**config.mk**
```make
export PLATFORM = sky130hd
export DESIGN_NAME = sram_lane_ctl
export DESIGN_NICKNAME = d
export VERILOG_FILES = /design/src/rtl/sram_ctl_pkg.sv /design/src/rtl/sram_ctl_seq.sv /design/src/rtl/sram_ctl_dp.sv /design/src/rtl/sram_lane_ctl.sv
export SDC_FILE = /design/constraint.sdc
export NUM_CORES = 1
export LEC_CHECK = 0
export ABC_AREA = 1
export BUFFER_PORTS_ARGS = -buffer_cell sky130_fd_sc_hd__buf_2
export CORE_UTILIZATION = 50
export DETAILED_ROUTE_END_ITERATION = 12
export GPL_ROUTABILITY_DRIVEN = 0
export PLACE_DENSITY_LB_ADDON = 0.12
export RECOVER_POWER = 100
export SKIP_CTS_REPAIR_TIMING = 1
export SLEW_MARGIN = 25
export SYNTH_ARGS = -nofsm -noshare
export SYNTH_HDL_FRONTEND = slang
export SYNTH_SLANG_ARGS = --single-unit
```
**constraint.sdc**
```tcl
create_clock -name clk -period 2 [get_ports clk]
set_input_delay 0.4 -clock clk [delete_from_list [all_inputs] [get_ports clk]]
set_output_delay 0.4 -clock clk [all_outputs]
set_load 0.1 [all_outputs]
```
**src/rtl/sram_ctl_pkg.sv**
```systemverilog
package sram_ctl_pkg;

  typedef enum logic [2:0] {
    ST_IDLE,
    ST_WRITE,
    ST_READ,
    ST_GUARD,
    ST_NOP
  } ctlState_t;

  // Strobes from the sequencer to the datapath
  typedef struct packed {
    logic load;       // latch the accepted request
    logic loadWrite;  // accepted request is a write
    logic drop;       // release lane strobes and bus drive
    logic capture;    // sample the RAM data bus
    logic zeroRsp;    // return zero for an empty-mask read
  } ctlStrobe_t;

  function automatic int cyclesFor(input int ns, input int clkNs);
    return (ns + clkNs - 1) / clkNs;
  endfunction

  function automatic int max2(input int a, input int b);
    return (a > b) ? a : b;
  endfunction

endpackage

```
**src/rtl/sram_ctl_seq.sv**
```systemverilog
module sram_ctl_seq
  import sram_ctl_pkg::*;
#(
  parameter int WE_CYC  = 8,
  parameter int WR_END  = 10,
  parameter int RD_CYC  = 10,
  parameter int FLT_CYC = 3,
  parameter int CNT_W   = 4
) (
  input  logic       clk,
  input  logic       rst,
  input  logic       reqValid,
  input  logic       reqWrite,
  input  logic [1:0] reqMask,
  output logic       reqReady,
  output logic       ceN,
  output logic       oeN,
  output logic       weN,
  output logic       rspValid,
  output ctlStrobe_t ctl
);

  localparam logic [CNT_W-1:0] WE_LAST   = CNT_W'(WE_CYC);
  localparam logic [CNT_W-1:0] HOLD_LAST = CNT_W'(WE_CYC + 1);
  localparam logic [CNT_W-1:0] WR_LAST   = CNT_W'(WR_END);
  localparam logic [CNT_W-1:0] RD_LAST   = CNT_W'(RD_CYC);
  localparam logic [CNT_W-1:0] FLT_LAST  = CNT_W'(FLT_CYC);

  ctlState_t        state;
  logic [CNT_W-1:0] cnt;
  logic             accept;
  logic             zeroMask;

  always_comb begin
    reqReady      = (state == ST_IDLE);
    accept        = reqValid && reqReady;
    zeroMask      = (reqMask == 2'b00);
    ctl.load      = accept && !zeroMask;
    ctl.loadWrite = reqWrite;
    ctl.drop      = ((state == ST_WRITE) && (cnt == HOLD_LAST)) ||
                    ((state == ST_READ) && (cnt == RD_LAST));
    ctl.capture   = (state == ST_READ) && (cnt == RD_LAST);
    ctl.zeroRsp   = accept && zeroMask && !reqWrite;
  end

  always_ff @(posedge clk) begin
    if (rst) begin
      state    <= ST_IDLE;
      cnt      <= '0;
      ceN      <= 1'b1;
      oeN      <= 1'b1;
      weN      <= 1'b1;
      rspValid <= 1'b0;
    end else begin
      rspValid <= 1'b0;
      case (state)
        ST_IDLE: begin
          if (accept) begin
            if (zeroMask) begin
              state    <= ST_NOP;
              rspValid <= !reqWrite;
            end else begin
              ceN <= 1'b0;
              cnt <= CNT_W'(1);
              if (reqWrite) begin
                weN   <= 1'b0;
                state <= ST_WRITE;
              end else begin
                oeN   <= 1'b0;
                state <= ST_READ;
              end
            end
          end
        end
        ST_WRITE: begin
          if (cnt == WE_LAST) weN <= 1'b1;
          if (cnt == HOLD_LAST) ceN <= 1'b1;
          if (cnt == WR_LAST) state <= ST_IDLE;
          else cnt <= cnt + 1'b1;
        end
        ST_READ: begin
          if (cnt == RD_LAST) begin
            ceN      <= 1'b1;
            oeN      <= 1'b1;
            rspValid <= 1'b1;
            state    <= ST_GUARD;
            cnt      <= CNT_W'(1);
          end else begin
            cnt <= cnt + 1'b1;
          end
        end
        ST_GUARD: begin
          if (cnt == FLT_LAST) state <= ST_IDLE;
          else cnt <= cnt + 1'b1;
        end
        default: state <= ST_IDLE;
      endcase
    end
  end

  // Checker: length of the write-strobe low run
  logic [CNT_W-1:0] weLowRun;
  always_ff @(posedge clk) begin
    if (rst || weN) weLowRun <= '0;
    else weLowRun <= weLowRun + 1'b1;
  end

  assert_we_inside_ce_R4: assert property (@(posedge clk) disable iff (rst)
    !weN |-> !ceN);
  assert_we_width_R4: assert property (@(posedge clk) disable iff (rst)
    $rose(weN) |-> (weLowRun == WE_LAST));
  assert_oe_we_exclusive_R6: assert property (@(posedge clk) disable iff (rst)
    !(!oeN && !weN));
  assert_busy_not_ready_R7: assert property (@(posedge clk) disable iff (rst)
    !ceN |-> !reqReady);
  assert_rsp_single_R3: assert property (@(posedge clk) disable iff (rst)
    rspValid |=> !rspValid);

endmodule

```
**src/rtl/sram_ctl_dp.sv**
```systemverilog
module sram_ctl_dp
  import sram_ctl_pkg::*;
#(
  parameter int ADDR_W = 16,
  parameter int LANE_W = 8
) (
  input  logic                clk,
  input  logic                rst,
  input  ctlStrobe_t          ctl,
  input  logic [ADDR_W-1:0]   reqAddr,
  input  logic [2*LANE_W-1:0] reqData,
  input  logic [1:0]          reqMask,
  input  logic [2*LANE_W-1:0] ramDin,
  output logic [ADDR_W-1:0]   ramAddr,
  output logic [2*LANE_W-1:0] ramDout,
  output logic                ramDoe,
  output logic [1:0]          laneN,
  output logic [2*LANE_W-1:0] rspData
);

  logic [1:0] maskQ;

  always_ff @(posedge clk) begin
    if (rst) begin
      ramAddr <= '0;
      ramDout <= '0;
      maskQ   <= '0;
      ramDoe  <= 1'b0;
    end else if (ctl.drop) begin
      ramDoe <= 1'b0;
    end else if (ctl.load) begin
      ramAddr <= reqAddr;
      ramDout <= reqData;
      maskQ   <= reqMask;
      ramDoe  <= ctl.loadWrite;
    end
  end

  for (genvar g = 0; g < 2; g++) begin : g_lane
    logic              offN;
    logic [LANE_W-1:0] rdByte;

    always_ff @(posedge clk) begin
      if (rst || ctl.drop) offN <= 1'b1;
      else if (ctl.load) offN <= ~reqMask[g];
    end

    always_ff @(posedge clk) begin
      if (rst || ctl.zeroRsp) rdByte <= '0;
      else if (ctl.capture)
        rdByte <= maskQ[g] ? ramDin[g*LANE_W +: LANE_W] : '0;
    end

    assign laneN[g] = offN;
    assign rspData[g*LANE_W +: LANE_W] = rdByte;
  end

endmodule

```
**src/rtl/sram_lane_ctl.sv**
```systemverilog
module sram_lane_ctl
  import sram_ctl_pkg::*;
#(
  parameter int ADDR_W       = 16,
  parameter int DATA_W       = 16,
  parameter int CLK_NS       = 20,
  parameter int T_CYCLE_NS   = 200,
  parameter int T_WEPULSE_NS = 160,
  parameter int T_WSETUP_NS  = 160,
  parameter int T_ACC_NS     = 200,
  parameter int T_OEACC_NS   = 100,
  parameter int T_LANEACC_NS = 100,
  parameter int T_FLOAT_NS   = 50
) (
  input  logic              clk,
  input  logic              rst,
  input  logic              reqValid,
  output logic              reqReady,
  input  logic              reqWrite,
  input  logic [ADDR_W-1:0] reqAddr,
  input  logic [DATA_W-1:0] reqData,
  input  logic [1:0]        reqMask,
  output logic              rspValid,
  output logic [DATA_W-1:0] rspData,
  output logic [ADDR_W-1:0] ramAddr,
  output logic [DATA_W-1:0] ramDout,
  input  logic [DATA_W-1:0] ramDin,
  output logic              ramDoe,
  output logic              ramCeN,
  output logic              ramOeN,
  output logic              ramWeN,
  output logic              ramUbN,
  output logic              ramLbN
);

  localparam int LANE_W  = DATA_W / 2;
  localparam int WE_CYC  = max2(cyclesFor(T_WEPULSE_NS, CLK_NS),
                                cyclesFor(T_WSETUP_NS, CLK_NS));
  localparam int WR_END  = max2(cyclesFor(T_CYCLE_NS, CLK_NS), WE_CYC + 1);
  localparam int RD_CYC  = max2(max2(cyclesFor(T_ACC_NS, CLK_NS),
                                     cyclesFor(T_CYCLE_NS, CLK_NS)),
                                max2(cyclesFor(T_OEACC_NS, CLK_NS),
                                     cyclesFor(T_LANEACC_NS, CLK_NS)));
  localparam int FLT_CYC = max2(1, cyclesFor(T_FLOAT_NS, CLK_NS));
  localparam int CNT_W   = $clog2(max2(WR_END, RD_CYC) + 2);

  ctlStrobe_t ctl;
  logic [1:0] laneN;

  sram_ctl_seq #(
    .WE_CYC(WE_CYC), .WR_END(WR_END), .RD_CYC(RD_CYC),
    .FLT_CYC(FLT_CYC), .CNT_W(CNT_W)
  ) i_seq (
    .clk(clk), .rst(rst), .reqValid(reqValid), .reqWrite(reqWrite),
    .reqMask(reqMask), .reqReady(reqReady), .ceN(ramCeN), .oeN(ramOeN),
    .weN(ramWeN), .rspValid(rspValid), .ctl(ctl)
  );

  sram_ctl_dp #(.ADDR_W(ADDR_W), .LANE_W(LANE_W)) i_dp (
    .clk(clk), .rst(rst), .ctl(ctl), .reqAddr(reqAddr), .reqData(reqData),
    .reqMask(reqMask), .ramDin(ramDin), .ramAddr(ramAddr),
    .ramDout(ramDout), .ramDoe(ramDoe), .laneN(laneN), .rspData(rspData)
  );

  assign ramLbN = laneN[0];
  assign ramUbN = laneN[1];

  assert_no_drive_with_oe_R8: assert property (@(posedge clk) disable iff (rst)
    !(ramDoe && !ramOeN));
  assert_drive_during_we_R6: assert property (@(posedge clk) disable iff (rst)
    !ramWeN |-> ramDoe);
  assert_lane_needs_ce_R2: assert property (@(posedge clk) disable iff (rst)
    (!ramUbN || !ramLbN) |-> !ramCeN);
  assert_addr_hold_R10: assert property (@(posedge clk) disable iff (rst)
    (!ramCeN && !$past(ramCeN)) |-> $stable(ramAddr));

endmodule

```
# Yosys cells after proc, flatten, opt, wreduce, memory -nomap -nowiden
# Index checks and enable logic that the tools add are counted.
# op_classes
n_addsub	1
eq_ne	18
bitwise	3
reduce_logical	24
n_mux	33
# ops
cell	count
4-bit 2-to-1 mux	5
5-bit AND reduction	4
8-bit 2-to-1 mux	2
4-bit case mux with 4 select lines	1
3-bit 2-to-1 mux	5
1-bit 2-to-1 mux	14
2-bit != test (second input constant)	7
4-bit == test (second input constant)	3
3-bit case mux with 4 select lines	1
2-bit by 1-bit != test with 1-bit output (second input constant)	4
3-bit by 2-bit == test with 1-bit output (second input constant)	2
1-bit logical AND	6
1-bit case mux with 2 select lines	3
4-bit by 1-bit adder with 4-bit output (second input constant)	1
4-bit by 2-bit == test with 1-bit output (second input constant)	1
4-bit AND reduction	1
2-bit nonzero test	2
4-bit nonzero test	1
3-bit by 1-bit == test with 1-bit output (second input constant)	1
3-bit logical NOT	1
1-bit logical OR	3
1-bit NOT	3
1-bit case mux with 3 select lines	1
3-bit nonzero test	1
5 further kinds	6
# totals
wordCells	93
reg_bits	64
out_inout_bits	56
in_bits	54

# Depth between registers and ports, before layout
# depth
word_depth	5
depth_mapped	9
ltp_nobuf	9

# Hierarchy
# Synthesis repeated with hierarchy kept, for this count alone.
# hier_totals
cells_unflattened	417
area_unflattened_um2	2984.1
# modules_own_cells
mod	seq_area_each_um2	cells_per_inst	n_inst	area_per_inst_um2
sram_ctl_dp	1061.0	307	1	2252.2
sram_ctl_seq	220.2	110	1	732.0

# Worst setup path after synthesis
# Ideal clock, no wire load.
# synth_path
path_type	register to register
from	reg i_seq.state[2]
to	reg i_seq.cnt[0]
t_arrival_ns	2.350
stages_incl_launch_ff	9
path_slack_ns	-0.466
setup_ns	0.116
n_path_buf	0
period_less_slack_ns	2.466
t_required_ns	1.884
cell_sequence	dfxtp_1 inv_1 nand2_1 nor2_1 nand2_1 nand2_1 nor2_1 o21ai_0 nor2_1
# synth_via
elab_chain_len	4
word_cells_on_any_way	12
classes_between	7 x eq/ne; 1 x mux; 4 x reduce/logical
# synth_lines
element	line_no	source
from (decl)	sram_ctl_seq.sv:29	ctlState_t state;
from (signal assigned)	sram_ctl_seq.sv:48	state <= ST_IDLE;
from (signal assigned)	sram_ctl_seq.sv:60	state <= ST_NOP;
from (signal assigned)	sram_ctl_seq.sv:67	state <= ST_WRITE;
3-bit logical NOT *	sram_ctl_seq.sv:35	reqReady = (state == ST_IDLE);
named net reqReady	sram_lane_ctl.sv:18	output logic reqReady,
1-bit logical AND	sram_ctl_seq.sv:36	accept = reqValid && reqReady;
2-bit by 1-bit != test with 1-bit output (no source line)	n/a	
5-bit AND reduction (no source line)	n/a	
to (signal assigned)	sram_ctl_seq.sv:79	else cnt <= cnt + 1'b1;
to (signal assigned)	sram_ctl_seq.sv:89	cnt <= cnt + 1'b1;
to (signal assigned)	sram_ctl_seq.sv:94	else cnt <= cnt + 1'b1;
to (decl)	sram_ctl_seq.sv:30	logic [CNT_W-1:0] cnt;
# Mark *: on every way through the listed nets, which the timed path passes. The rest lies on a longest branch.
# A chain may end at the register's enable or synchronous reset.

# Worst setup path after layout
# layout_path
from	reg i_seq.state[2]
to	out reqReady
# layout_via
elab_chain_len	1
# layout_lines
element	line_no
3-bit logical NOT	sram_ctl_seq.sv:35
to (decl)	sram_lane_ctl.sv:18
# Every way passes these cells.

==> metrics.txt <==
Setup CP Type reg2out; layout cell share with drive strength beyond 1 0.289; Seq cells post-synth 64; worst path bufs/invs 2; Reg clk slew, reported paths roughly 60 ps; cell family with most CP delay buffers and inverters; Avg Synthesized Cell Area 7.40 µm²; Mapped Area around 2600 µm²; RSZ-0062 raised after global routing no; GRT Resource Usage Total 0.228; Routed WL per cell 11.5 µm; worst reg-to-reg setup slack 250 ps; distinct cell type count after synthesis 20; Tot Pwr 0.00497 W; I/O Buffers roughly 110; RR Startpoint i_seq.cnt[0]; worst path arrival time ~1400 ps; multi-input logic area roughly 1100 µm²; DRT antenna net count 0; first-pass GRT wire length 9470 µm; Max Clock Skew 11.9 ps; routed wire length between 6000 and 7000 µm; status complete, no violations; # DRC 0; P_int 0.00261 W; hold path depth 3; register area ~1300 µm²; clock network fraction of total power 0.245; P_leak 1.60 nW; vias 2561; CTS Buf Count 9; Max IR drop VDD 0.000967 V; I/O pin count 110; Mapped Cells ~350; # diodes 0; critical path fanouts, max 5; Comb power frac 0.432; later-pin clock latency in the skew report ~330 ps; switching power 0.00235 W; initial antenna violation count 0; Fill cells roughly 460; die height 73.6 µm; CTS tree yes; Critical Path RT 1600 ps; final cycle utilization of the critical path 0.916; Final Non-Filler Cells 527; Die Wd between 70 and 80 µm; # nets final 514; final setup TNS 0 ps; routed vias/inst around 4.9; R2R cell count 7; Final Max Tran Viols 0; max cap viols 0; Core ar. 4820 µm²; sequential area share after synthesis 0.499; DR iter-0 viols approximately 120; startpoint types flop; CP max-delay cell clkbuf_4; crit path time final 1830 ps; Max stage delay on crit path 360 ps; relative slew slack 0.628; area growth from synthesis to layout 30.7%; HP Class in2reg; Power per Cell Area approximately 1500 nW/µm²; Pre-antenna DRT Iters 4; HPWL Detailed 4400 µm; clock sinks 64; Reg power frac 0.323; worst slew pin tran about 560 ps; crit-path cells inv_1, nand2_1, nor2_1, clkbuf_4; initial core utilization 0.533; sw frac 0.474; final hold viol count 0; hold path endpoint i_dp.ramAddr[12]; Clock Path Buffers 2; Placed Cells 512; final setup violation count 0; synth warn 0; Mapped Nets slightly above 400; row count 25; Die Area between 5000 and 6000 µm²; CP endpoint kind output port; largest net degree at the start of global routing 37; CTS root buf clkbuf_8; f_max 0.546 GHz; gr ovfl total 0; Hold Startpoint reqAddr[12]; vias in the first global route 2173; Worst R2R End i_dp.g_lane[0].rdByte[5]; H-tree Lvls 3
[Yosys cell counts]
| library cell | n | area share |
|---|---|---|
| nor2_1 | 86 | 0.13 |
| dfxtp_1 | 64 | 0.50 |
| nand2_1 | 58 | 0.085 |
| o21ai_0 | 42 | 0.082 |
| nand3_1 | 27 | 0.053 |
| a21oi_1 | 24 | 0.047 |
| inv_1 | 13 | 0.019 |
| clkbuf_1 | 6 | 0.0088 |
| buf_2 | 4 | 0.0078 |
| buf_4 | 4 | 0.012 |
| ha_1 | 4 | 0.020 |
| inv_2 | 4 | 0.0058 |
| nor2_4 | 3 | 0.013 |
| nand2_2 | 2 | 0.0049 |
| buf_6 | 1 | 0.0044 |
| nand3_2 | 1 | 0.0039 |
| nor3_1 | 1 | 0.0019 |
| nor4_1 | 1 | 0.0024 |
| o21ai_1 | 1 | 0.0019 |
| xor2_1 | 1 | 0.0034 |
[stage by stage]
step | setup slack, ps | hold slack, ps | instance area [µm²] | utilization
floorplan | 52.3 | 469 | 2570 | -
global placement | 459 | 434 | 3160 | 0.655
detailed placement | 425 | 436 | 3160 | 0.655
CTS | 97.1 | 312 | 3380 | 0.701
global route | 48.9 | 312 | 3350 | 0.696
finish | 168 | 324 | 3350 | 0.696
[per-layer routing]
layer	vias up	global-route usage	part of all wire
met5	-	0	0
met4	0	0.115	0.018
met3	10	0.0549	0.057
met2	74	0.369	0.47
met1	1139	0.281	0.46
li1	1338	-	-
[sequential cells by signal, indices dropped and copies added (netlist names)]
signal	cells
i_dp.g_lane.offN	2
i_dp.g_lane.rdByte	16
i_dp.maskQ	2
i_dp.ramAddr	16
i_dp.ramDoe	1
i_dp.ramDout	16
i_seq.ceN	1
i_seq.cnt	4
i_seq.oeN	1
i_seq.rspValid	1
i_seq.state	3
i_seq.weN	1
[tightest hold or removal path: cells and delay by family]
family          cells  cell delay (ps)
compound gates      1               70
buf+inv             1               70
simple gates        1               70
[placed cells by master (no fill, tap or decap)]
master,n
nand2_1,59
inv_2,3
dfxtp_1,64
buf_4,3
nor2_2,1
ha_1,4
a21oi_1,24
clkbuf_4,1
nand2_2,1
clkbuf_2,55
clkbuf_8,11
bufinv_16,2
buf_2,53
xor2_1,1
buf_12,1
o21ai_0,43
clkinv_2,1
nor4_1,1
nand3_2,1
nor3_1,1
inv_1,14
nor2_1,88
nand3_1,27
clkbuf_1,1
[how the worst max path moves through the flow]
stage,slack [ps],cells after the start,from,endpoint
floorplan,50,8,i_seq.state[2],i_seq.cnt[0]
global placement,460,4,i_seq.state[2],reqReady
detailed placement,420,7,i_seq.cnt[0],i_dp.g_lane[1].rdByte[2]
CTS,100,4,i_seq.state[2],reqReady
global route,50,4,i_seq.state[2],reqReady
finish,170,4,i_seq.state[2],reqReady
[power groups by stage]
stage	registers, W	logic [W]	clock network (W)
floorplan	0.00275	0.000687	0
global placement	0.00163	0.00217	0
detailed placement	0.00164	0.00217	0
CTS	0.00161	0.00218	0.00125
global route	0.00164	0.00228	0.00131
finish	0.00161	0.00215	0.00122
[kinds of logic (layout without fill, tap and decap cells)]
logic type	after synthesis	after routing	share of synthesized area
flops	64	64	0.499
simple gates	179	179	0.290
buf+inv	32	145	0.0575
xor+xnor	1	1	0.00341
fa+ha+maj	4	4	0.0195
compound gates	67	67	0.131
[final cells by class]
cell class | instances | area share
sequential | 64 | 0.382
timing repair buffer | 113 | 0.176
inverter | 17 | 0.0190
clock buffer | 12 | 0.0463
clock inverter | 3 | 0.0194
tap | 67 | 0.0250
multi-input combinational | 251 | 0.332
No activity file was read; power rests on OpenSTA's default activity.
